## config.mk

```make
export PLATFORM = sky130hd
export DESIGN_NAME = mux_digit_latch
export DESIGN_NICKNAME = d
export VERILOG_FILES = /design/src/rtl/disp_pkg.sv /design/src/rtl/strobe_sync.sv /design/src/rtl/glyph_decoder.sv /design/src/rtl/digit_store.sv /design/src/rtl/mux_digit_latch.sv
export SDC_FILE = /design/constraint.sdc
export NUM_CORES = 1
export LEC_CHECK = 0
export BUFFER_PORTS_ARGS = -buffer_cell sky130_fd_sc_hd__buf_2
export CORE_MARGIN = 2
export CORE_UTILIZATION = 53
export CTS_CLUSTER_SIZE = 16
export DETAILED_ROUTE_END_ITERATION = 10
export MAX_ROUTING_LAYER = met4
export PLACE_DENSITY_LB_ADDON = 0.12
export SLEW_MARGIN = 40
export SYNTH_ARGS = -nofsm -noshare
export SYNTH_HDL_FRONTEND = slang
export SYNTH_SLANG_ARGS = --single-unit
```

## constraint.sdc

```tcl
create_clock -name clk -period 2.12 [get_ports clk]
set_input_delay 0.424 -clock clk [delete_from_list [all_inputs] [get_ports clk]]
set_output_delay 0.424 -clock clk [all_outputs]
set_load 0.01 [all_outputs]
```

## src/rtl/disp_pkg.sv

```systemverilog
package disp_pkg;

    localparam int SEG_W  = 7;
    localparam int CODE_W = 4;

    typedef logic [SEG_W-1:0]  seg7_t;
    typedef logic [CODE_W-1:0] code_t;

    typedef enum logic {
        GLYPH_HEX   = 1'b0,
        GLYPH_CODEB = 1'b1
    } glyph_set_e;

    localparam seg7_t SEG_BLANK = '0;

    // bit 0 = a ... bit 6 = g
    function automatic seg7_t hex_glyph(input code_t c);
        seg7_t s;
        case (c)
            4'h0: s = 7'h3F;
            4'h1: s = 7'h06;
            4'h2: s = 7'h5B;
            4'h3: s = 7'h4F;
            4'h4: s = 7'h66;
            4'h5: s = 7'h6D;
            4'h6: s = 7'h7D;
            4'h7: s = 7'h07;
            4'h8: s = 7'h7F;
            4'h9: s = 7'h6F;
            4'hA: s = 7'h77;
            4'hB: s = 7'h7C;
            4'hC: s = 7'h39;
            4'hD: s = 7'h5E;
            4'hE: s = 7'h79;
            default: s = 7'h71;
        endcase
        return s;
    endfunction

    function automatic seg7_t codeb_glyph(input code_t c);
        seg7_t s;
        case (c)
            4'hA: s = 7'h40;
            4'hB: s = 7'h79;
            4'hC: s = 7'h76;
            4'hD: s = 7'h38;
            4'hE: s = 7'h73;
            4'hF: s = SEG_BLANK;
            default: s = hex_glyph(c);
        endcase
        return s;
    endfunction

endpackage

```

## src/rtl/strobe_sync.sv

```systemverilog
module strobe_sync #(
    parameter int LANES  = 4,
    parameter int STAGES = 2,
    parameter int DATA_W = 4
) (
    input  logic              clk,
    input  logic              rst,
    input  logic [LANES-1:0]  strb_i,
    input  logic [DATA_W-1:0] data_i,
    output logic [LANES-1:0]  fall_o,
    output logic [DATA_W-1:0] data_o
);
    logic [STAGES-1:0][LANES-1:0]  sync_q;
    logic [STAGES:0][DATA_W-1:0]   data_q;
    logic [LANES-1:0]              prev_q;

    for (genvar g = 0; g < STAGES; g++) begin : g_stage
        if (g == 0) begin : g_first
            always_ff @(posedge clk) begin
                if (rst) begin
                    sync_q[g] <= '0;
                    data_q[g] <= '0;
                end else begin
                    sync_q[g] <= strb_i;
                    data_q[g] <= data_i;
                end
            end
        end else begin : g_next
            always_ff @(posedge clk) begin
                if (rst) begin
                    sync_q[g] <= '0;
                    data_q[g] <= '0;
                end else begin
                    sync_q[g] <= sync_q[g-1];
                    data_q[g] <= data_q[g-1];
                end
            end
        end
    end

    // extra stage keeps data aligned with the last high strobe sample
    always_ff @(posedge clk) begin
        if (rst) begin
            prev_q         <= '0;
            data_q[STAGES] <= '0;
        end else begin
            prev_q         <= sync_q[STAGES-1];
            data_q[STAGES] <= data_q[STAGES-1];
        end
    end

    assign fall_o = prev_q & ~sync_q[STAGES-1];
    assign data_o = data_q[STAGES];
endmodule

```

## src/rtl/glyph_decoder.sv

```systemverilog
module glyph_decoder
    import disp_pkg::*;
#(
    parameter glyph_set_e GLYPH_SET = GLYPH_HEX
) (
    input  code_t code_i,
    output seg7_t glyph_o
);
    if (GLYPH_SET == GLYPH_CODEB) begin : g_codeb
        assign glyph_o = codeb_glyph(code_i);
    end else begin : g_hex
        assign glyph_o = hex_glyph(code_i);
    end
endmodule

```

## src/rtl/digit_store.sv

```systemverilog
module digit_store
    import disp_pkg::*;
#(
    parameter int DIGITS = 4
) (
    input  logic              clk,
    input  logic              rst,
    input  logic [DIGITS-1:0] wr_en,
    input  seg7_t             glyph_i,
    output seg7_t [DIGITS-1:0] digits_o
);
    for (genvar i = 0; i < DIGITS; i++) begin : g_digit
        always_ff @(posedge clk) begin
            if (rst)           digits_o[i] <= SEG_BLANK;
            else if (wr_en[i]) digits_o[i] <= glyph_i;
        end
    end
endmodule

```

## src/rtl/mux_digit_latch.sv

```systemverilog
module mux_digit_latch
    import disp_pkg::*;
#(
    parameter int         NUM_DIGITS  = 4,
    parameter int         SYNC_STAGES = 2,
    parameter glyph_set_e GLYPH_SET   = GLYPH_HEX,
    localparam int        OUT_W       = NUM_DIGITS * SEG_W
) (
    input  logic                  clk,
    input  logic                  rst,
    input  logic [CODE_W-1:0]     data_i,
    input  logic [NUM_DIGITS-1:0] strb_i,
    output logic [OUT_W-1:0]      seg_o
);
    logic [NUM_DIGITS-1:0]     wr_en;
    code_t                     code_s;
    seg7_t                     glyph;
    seg7_t [NUM_DIGITS-1:0]    digits;

    strobe_sync #(
        .LANES (NUM_DIGITS),
        .STAGES(SYNC_STAGES),
        .DATA_W(CODE_W)
    ) u_sync (
        .clk   (clk),
        .rst   (rst),
        .strb_i(strb_i),
        .data_i(data_i),
        .fall_o(wr_en),
        .data_o(code_s)
    );

    glyph_decoder #(.GLYPH_SET(GLYPH_SET)) u_dec (
        .code_i (code_s),
        .glyph_o(glyph)
    );

    digit_store #(.DIGITS(NUM_DIGITS)) u_store (
        .clk     (clk),
        .rst     (rst),
        .wr_en   (wr_en),
        .glyph_i (glyph),
        .digits_o(digits)
    );

    assign seg_o = digits;
endmodule

```

==> results of run 1 <==
-- cells by family (layout without fill, tap and decap cells) --
kind of cell | count (synthesis) | in the layout | synth area share
compound gates | 12 | 12 | 0.0450
simple gates | 66 | 66 | 0.162
mux | 31 | 31 | 0.156
buf+inv | 18 | 53 | 0.0432
fa+ha+maj | 7 | 7 | 0.0438
flops | 55 | 55 | 0.550
-- path summary, 6_finish.rpt --
path,start,endpoint,cells past startpoint
worst max register to register,u_sync.data_q[4],u_dec.glyph_o[3],5
worst min register to register,u_sync.sync_q[2],u_sync.sync_q[6],1
worst min-delay path,strb_i[0],u_sync.sync_q[0],2
worst max-delay path,rst,u_dec.glyph_o[6],8
-- routing by layer --
layer,vias up,wire length [um],GRT usage
met5,-,0,-
met3,7,178,0.0634
met4,0,42,0.0417
met2,43,1750,0.316
met1,636,1460,0.200
li1,680,-,-
-- synthesized netlist by cell type, drive strengths merged --
cell type	number	area share
a31oi	1	0.0031
nand3b	1	0.0038
nor2	30	0.056
or2	1	0.0031
o2111ai	1	0.0044
a311oi	1	0.0044
nand2b	3	0.0094
nor3	1	0.0025
a22oi	1	0.0038
dfxtp	55	0.55
inv	6	0.011
or2b	1	0.0038
mux2i	30	0.15
nor2b	23	0.072
a21oi	1	0.0025
nand2	6	0.011
mux2	1	0.0056
o21ai	3	0.0075
buf	8	0.024
ha	7	0.044
o221ai	1	0.0044
o21ba	1	0.0050
clkbuf	4	0.0075
o32a	2	0.010
-- power groups by stage --
stage / registers (mW) / logic [mW] / clock network (mW)
final: 1.09 / 0.121 / 0.677
after global placement: 1.12 / 0.118 / 0
after CTS: 1.10 / 0.123 / 0.697
after floorplan: 1.12 / 0.0835 / 0
after global routing: 1.10 / 0.136 / 0.738
after detailed placement: 1.12 / 0.123 / 0
-- registers in the layout (all words and copies together), names as in the netlist --
name              cells
u_sync.sync_q         8
u_sync.data_q         8
u_dec.glyph_o         7
u_store.digits_o     28
u_sync.prev_q         4
-- final cells by class --
cell class	count	area, um^2
clock inverters	2	38.8
well taps	48	60.1
inverters	6	22.5
fillers	320	1330
repair buffers	39	200
multi-input cells	116	813
clock buffers	6	72.6
flip-flops and latches	55	1100
-- cells in the final DEF (no fill, tap or decap), drive strengths merged, types with 2 or more instances in the layout --
cell type,count
o21ai,3
nand2b,3
buf,39
nor2b,23
mux2i,30
inv,7
clkbuf,6
o32a,2
nor2,30
ha,7
dfxtp,55
nand2,6
==> impl_metrics.json, run 1 <==
{
  "crit_buf_inv": 3,
  "syn-cell-area_um2": 2000,
  "fin_nets": 240,
  "holdWs_ns": 0.332,
  "ctsResizeCount": 0,
  "clock_path_buffers": 2,
  "antenna_found_initial": 0,
  "num_rows": 22,
  "clock_sinks": 55,
  "grt-ovfl-total": 0,
  "fin_area_um2": 2310,
  "worstMarginPinSlew_ns": 0.537,
  "grt_max_degree": 44,
  "arrival_ns": 1.79,
  "path_clk_slew_ns": 0.09,
  "wire_per_inst_um": 12.6,
  "pre_cts_ws_ns": 0.239,
  "final_cells": 272,
  "power_mw": 1.89,
  "swShare": 0.215,
  "area_delta_synth_final_pct": 15.4,
  "power_leakage_nw": 1.13,
  "skew_ns": 0.00681,
  "worstPathRequired_ns": 2.32,
  "rsz0062_at_grt": "no",
  "final-setup-viol-count": 0,
  "place.detailed.hpwl_um": 2490,
  "drt-total-wl_um": 3420,
  "fmax_mhz": 630,
  "globalplace.congestion": 0.792,
  "die_width_um": 65.4,
  "drt_iter0_drc": 59,
  "htree_levels": 2,
  "ir_drop_mv": 0.564,
  "antenna_cells": 0,
  "tritoncts": "built",
  "rrSetupSlack_ns": 0.66,
  "cts_hold_buffers": 0,
  "final.min_clock_period_ns": 1.59,
  "timing.final.crit_share": 0.749,
  "outcome": "complete, no violations",
  "seq_power_share": 0.578,
  "drt_pre_antenna_iters": 4,
  "ys_warn_count": 0,
  "clk_latency_ns": 0.30,
  "cts_setup_buffers": 0,
  "start_util": 0.551,
  "finalHoldViolCount": 0,
  "seq_area_frac_synth": 0.550,
  "min-delay-path-class": "input port to flip-flop",
  "slowest_delay_ns": 0.27,
  "dieArea_um2": 4280,
  "cp-start-kind": "input port",
  "ys_ff_latch": 55,
  "postSynthCellCount": 189,
  "maxCapViolations": 0,
  "drc": 0,
  "path_cells": "buf_2 -> inv_1 -> nand2_1 -> inv_1 -> ha_1 -> nand2_1 -> a21oi_1 -> a311oi_1",
  "path_class": "input port to flip-flop",
  "grt_pass1_vias": 1333,
  "num_vias": 1366,
  "synth_cell_types": 26,
  "slew_violations": 0,
  "routed_via_density": 5.02,
  "critPathMaxFanout": 13,
  "antenna_left": 0,
  "syn_avg_cell_area_um2": 10.6,
  "clockRootBuffer": "clkbuf_8",
  "coreArea_um2": 3630,
  "p_int_mw": 1.49,
  "drive_gt1_frac": 0.219,
  "die_h_um": 65.4,
  "portBuffers": 37,
  "cp_slowest_cell": "a311oi_1",
  "power_frac_comb": 0.064,
  "finalSetupTns_ns": 0,
  "power_density_nw_per_um2": 820,
  "post_dp_cell_area_um2": 2200,
  "p_clk_frac": 0.357,
  "dp_cells": 264,
  "grt_pass1_wl_um": 5750,
  "grtUsageTotal": 0.182,
  "setup_slack_ns": 0.533,
  "cpLargestDelayFamily": "buffers and inverters",
  "final_util": 0.635,
  "pin_count": 38,
  "cts_buffers": 5,
  "synth_fp_nets": 206,
  "maxSlewHeadroom": 0.642,
  "switchingPower_mw": 0.407,
  "cp-end-kind": "flip-flop"
}
(Power assumes the default switching activity.)
==> run 2, diff against run 1 <==
CORE_UTILIZATION = 48   (was 53)
clock period = 1.3 ns   (was 2.12 ns; I/O delays follow)
==> run 2 against run 1 <==
Power is 68% higher. Clock skew is 0.0029 ns higher. Global-route usage is 0.34 points higher. Clock-buffer cell count is 1 lower. Sequential cell count stayed put. Worst setup slack worse by 0.53 ns.
==> impl_metrics.json, run 2 (same netlist as run 1, synthesis figures left out) <==
{
  "grtUsageTotal": 0.185,
  "final_cells": 286,
  "outcome": "complete, no violations",
  "start_util": 0.500,
  "final_cell_mix": "53 x dfxtp_1, 37 x buf_2, 30 x mux2i_1, 30 x nor2_1, 21 x nor2b_1",
  "drt-total-wl_um": 3990,
  "clockRootBuffer": "clkbuf_8",
  "drt_pre_antenna_iters": 4,
  "path_cells": "nor2b_4 -> ha_2 -> nand2_1 -> o2111ai_1 -> o221ai_1",
  "maxCapViolations": 0,
  "wire_per_inst_um": 14.0,
  "p_int_mw": 2.45,
  "final.min_clock_period_ns": 1.30,
  "routed_via_density": 4.89,
  "reg.largest.list": "u_store.digits_o (28), u_sync.data_q (8), u_sync.sync_q (8)",
  "skew_ns": 0.00969,
  "grt-ovfl-total": 0,
  "cp-start-kind": "flip-flop",
  "grt_use_met2": 0.326,
  "rrSetupSlack_ns": 0.005,
  "antenna_left": 0,
  "cts_buffers": 5,
  "pin_count": 38,
  "htree_levels": 2,
  "pre_cts_ws_ns": -0.187,
  "clock_sinks": 55,
  "drc": 0,
  "critPathMaxFanout": 4,
  "drt_iter0_drc": 79,
  "power_leakage_nw": 1.21,
  "ir_drop_mv": 0.790,
  "num_rows": 23,
  "fin_nets": 252,
  "dp_cells": 278,
  "top_register": "u_store.digits_o",
  "power_frac_comb": 0.075,
  "power_density_nw_per_um2": 1280,
  "r2r_cells": 5,
  "switchingPower_mw": 0.730,
  "cp-end-kind": "flip-flop",
  "finalHoldViolCount": 0,
  "grtUsageMet1": 0.198,
  "antenna_found_initial": 0,
  "min-delay-path-class": "input port to flip-flop",
  "grt_max_degree": 31,
  "final_common_cell": "dfxtp_1",
  "worstMarginPinSlew_ns": 0.363,
  "fmax_mhz": 772,
  "die_h_um": 68.6,
  "power_mw": 3.18,
  "slowest_delay_ns": 0.35,
  "p_clk_frac": 0.363,
  "final-setup-viol-count": 0,
  "maxSlewHeadroom": 0.758,
  "coreArea_um2": 4000,
  "timing.final.crit_share": 0.996,
  "grt_busiest_layer": "met2",
  "nFillCells": 355,
  "seq_power_share": 0.562,
  "grt_pass1_wl_um": 6100,
  "largest_reg_flops": 28,
  "final_util": 0.622,
  "worstPathRequired_ns": 1.48,
  "path_class": "flip-flop to flip-flop",
  "arrival_ns": 1.48,
  "clock_path_buffers": 2,
  "clk_latency_ns": 0.31,
  "holdWs_ns": 0.153,
  "drive_gt1_frac": 0.322,
  "cp_slowest_cell": "dfxtp_2",
  "die_width_um": 68.6,
  "tritoncts": "built",
  "rsz0062_at_grt": "yes",
  "swShare": 0.230,
  "min_path_cells": 2,
  "path_clk_slew_ns": 0.10,
  "dieArea_um2": 4700,
  "grt_pass1_vias": 1342,
  "num_vias": 1398,
  "slew_violations": 0,
  "use_met3": 0.0471,
  "antenna_cells": 0,
  "setup_slack_ns": 0.00457,
  "place.detailed.hpwl_um": 2670,
  "globalplace.congestion": 0.786,
  "portBuffers": 37,
  "area_delta_synth_final_pct": 24.4
}
## run 2: changes by cell type in the layout (fill, tap and decap cells not counted), sizes merged
cell / delta
buf: +12
clkinvlp: +1
clkbuf: -1
## run 2: final timing paths
check,startpoint,to
setup / recovery,u_sync.data_q[4],u_dec.glyph_o[3]
hold / removal,data_i[2],u_sync.data_q[2]
setup reg to reg,u_sync.data_q[4],u_dec.glyph_o[3]
hold reg to reg,u_sync.data_q[2],u_sync.data_q[6]
## run 2: cell type report
class	count	area, um^2	area share
well taps	50	62.6	0.0251
repair buffers	51	294	0.118
inverters	6	22.5	0.00905
clock inverters	3	46.3	0.0186
clock buffers	5	68.8	0.0277
flip-flops and latches	55	1100	0.443
multi-input cells	116	891	0.358
## run 2: power by group through the flow
stage / combinational [mW] / sequential, mW / clock (mW)
2_1_floorplan: 0.142 / 1.82 / 0
3_3_place_gp: 0.213 / 1.82 / 0
3_5_place_dp: 0.221 / 1.82 / 0
4_1_cts: 0.224 / 1.78 / 1.18
5_1_grt: 0.265 / 1.80 / 1.24
6_report: 0.238 / 1.79 / 1.15
## run 2: what timing repair did
action	in CTS	in global routing
buffers inserted	0	0
cloned	0	0
gates resized for setup	4	15
setup endpoints to repair	6	6
hold endpoints to repair	0	0
hold buffers	0	0
pin swaps	1	4
## run 2: stage by stage
| step | TNS [ns] | area (um^2) |
|---|---|---|
| final | 0 | 2490 |
| after global routing | -0.318 | 2490 |
| after CTS | 0 | 2420 |
| after detailed placement | -0.591 | 2290 |
| after global placement | -0.333 | 2290 |
| after floorplan | -0.147 | 2020 |
## run 2: routing by layer
layer	up-vias	routed length, um
met4	0	55
met1	657	1740
li1	703	-
met5	-	0
met2	32	2030
met3	6	169
## run 2: worst max-delay path, delay by kind of cell, from the launching register on
family | cells | cell delay (ns)
and+or+nand+nor | 2 | 0.29
AOI/OAI and AO/OA | 2 | 0.30
adders and majority gates | 1 | 0.22
DFF | 1 | 0.35
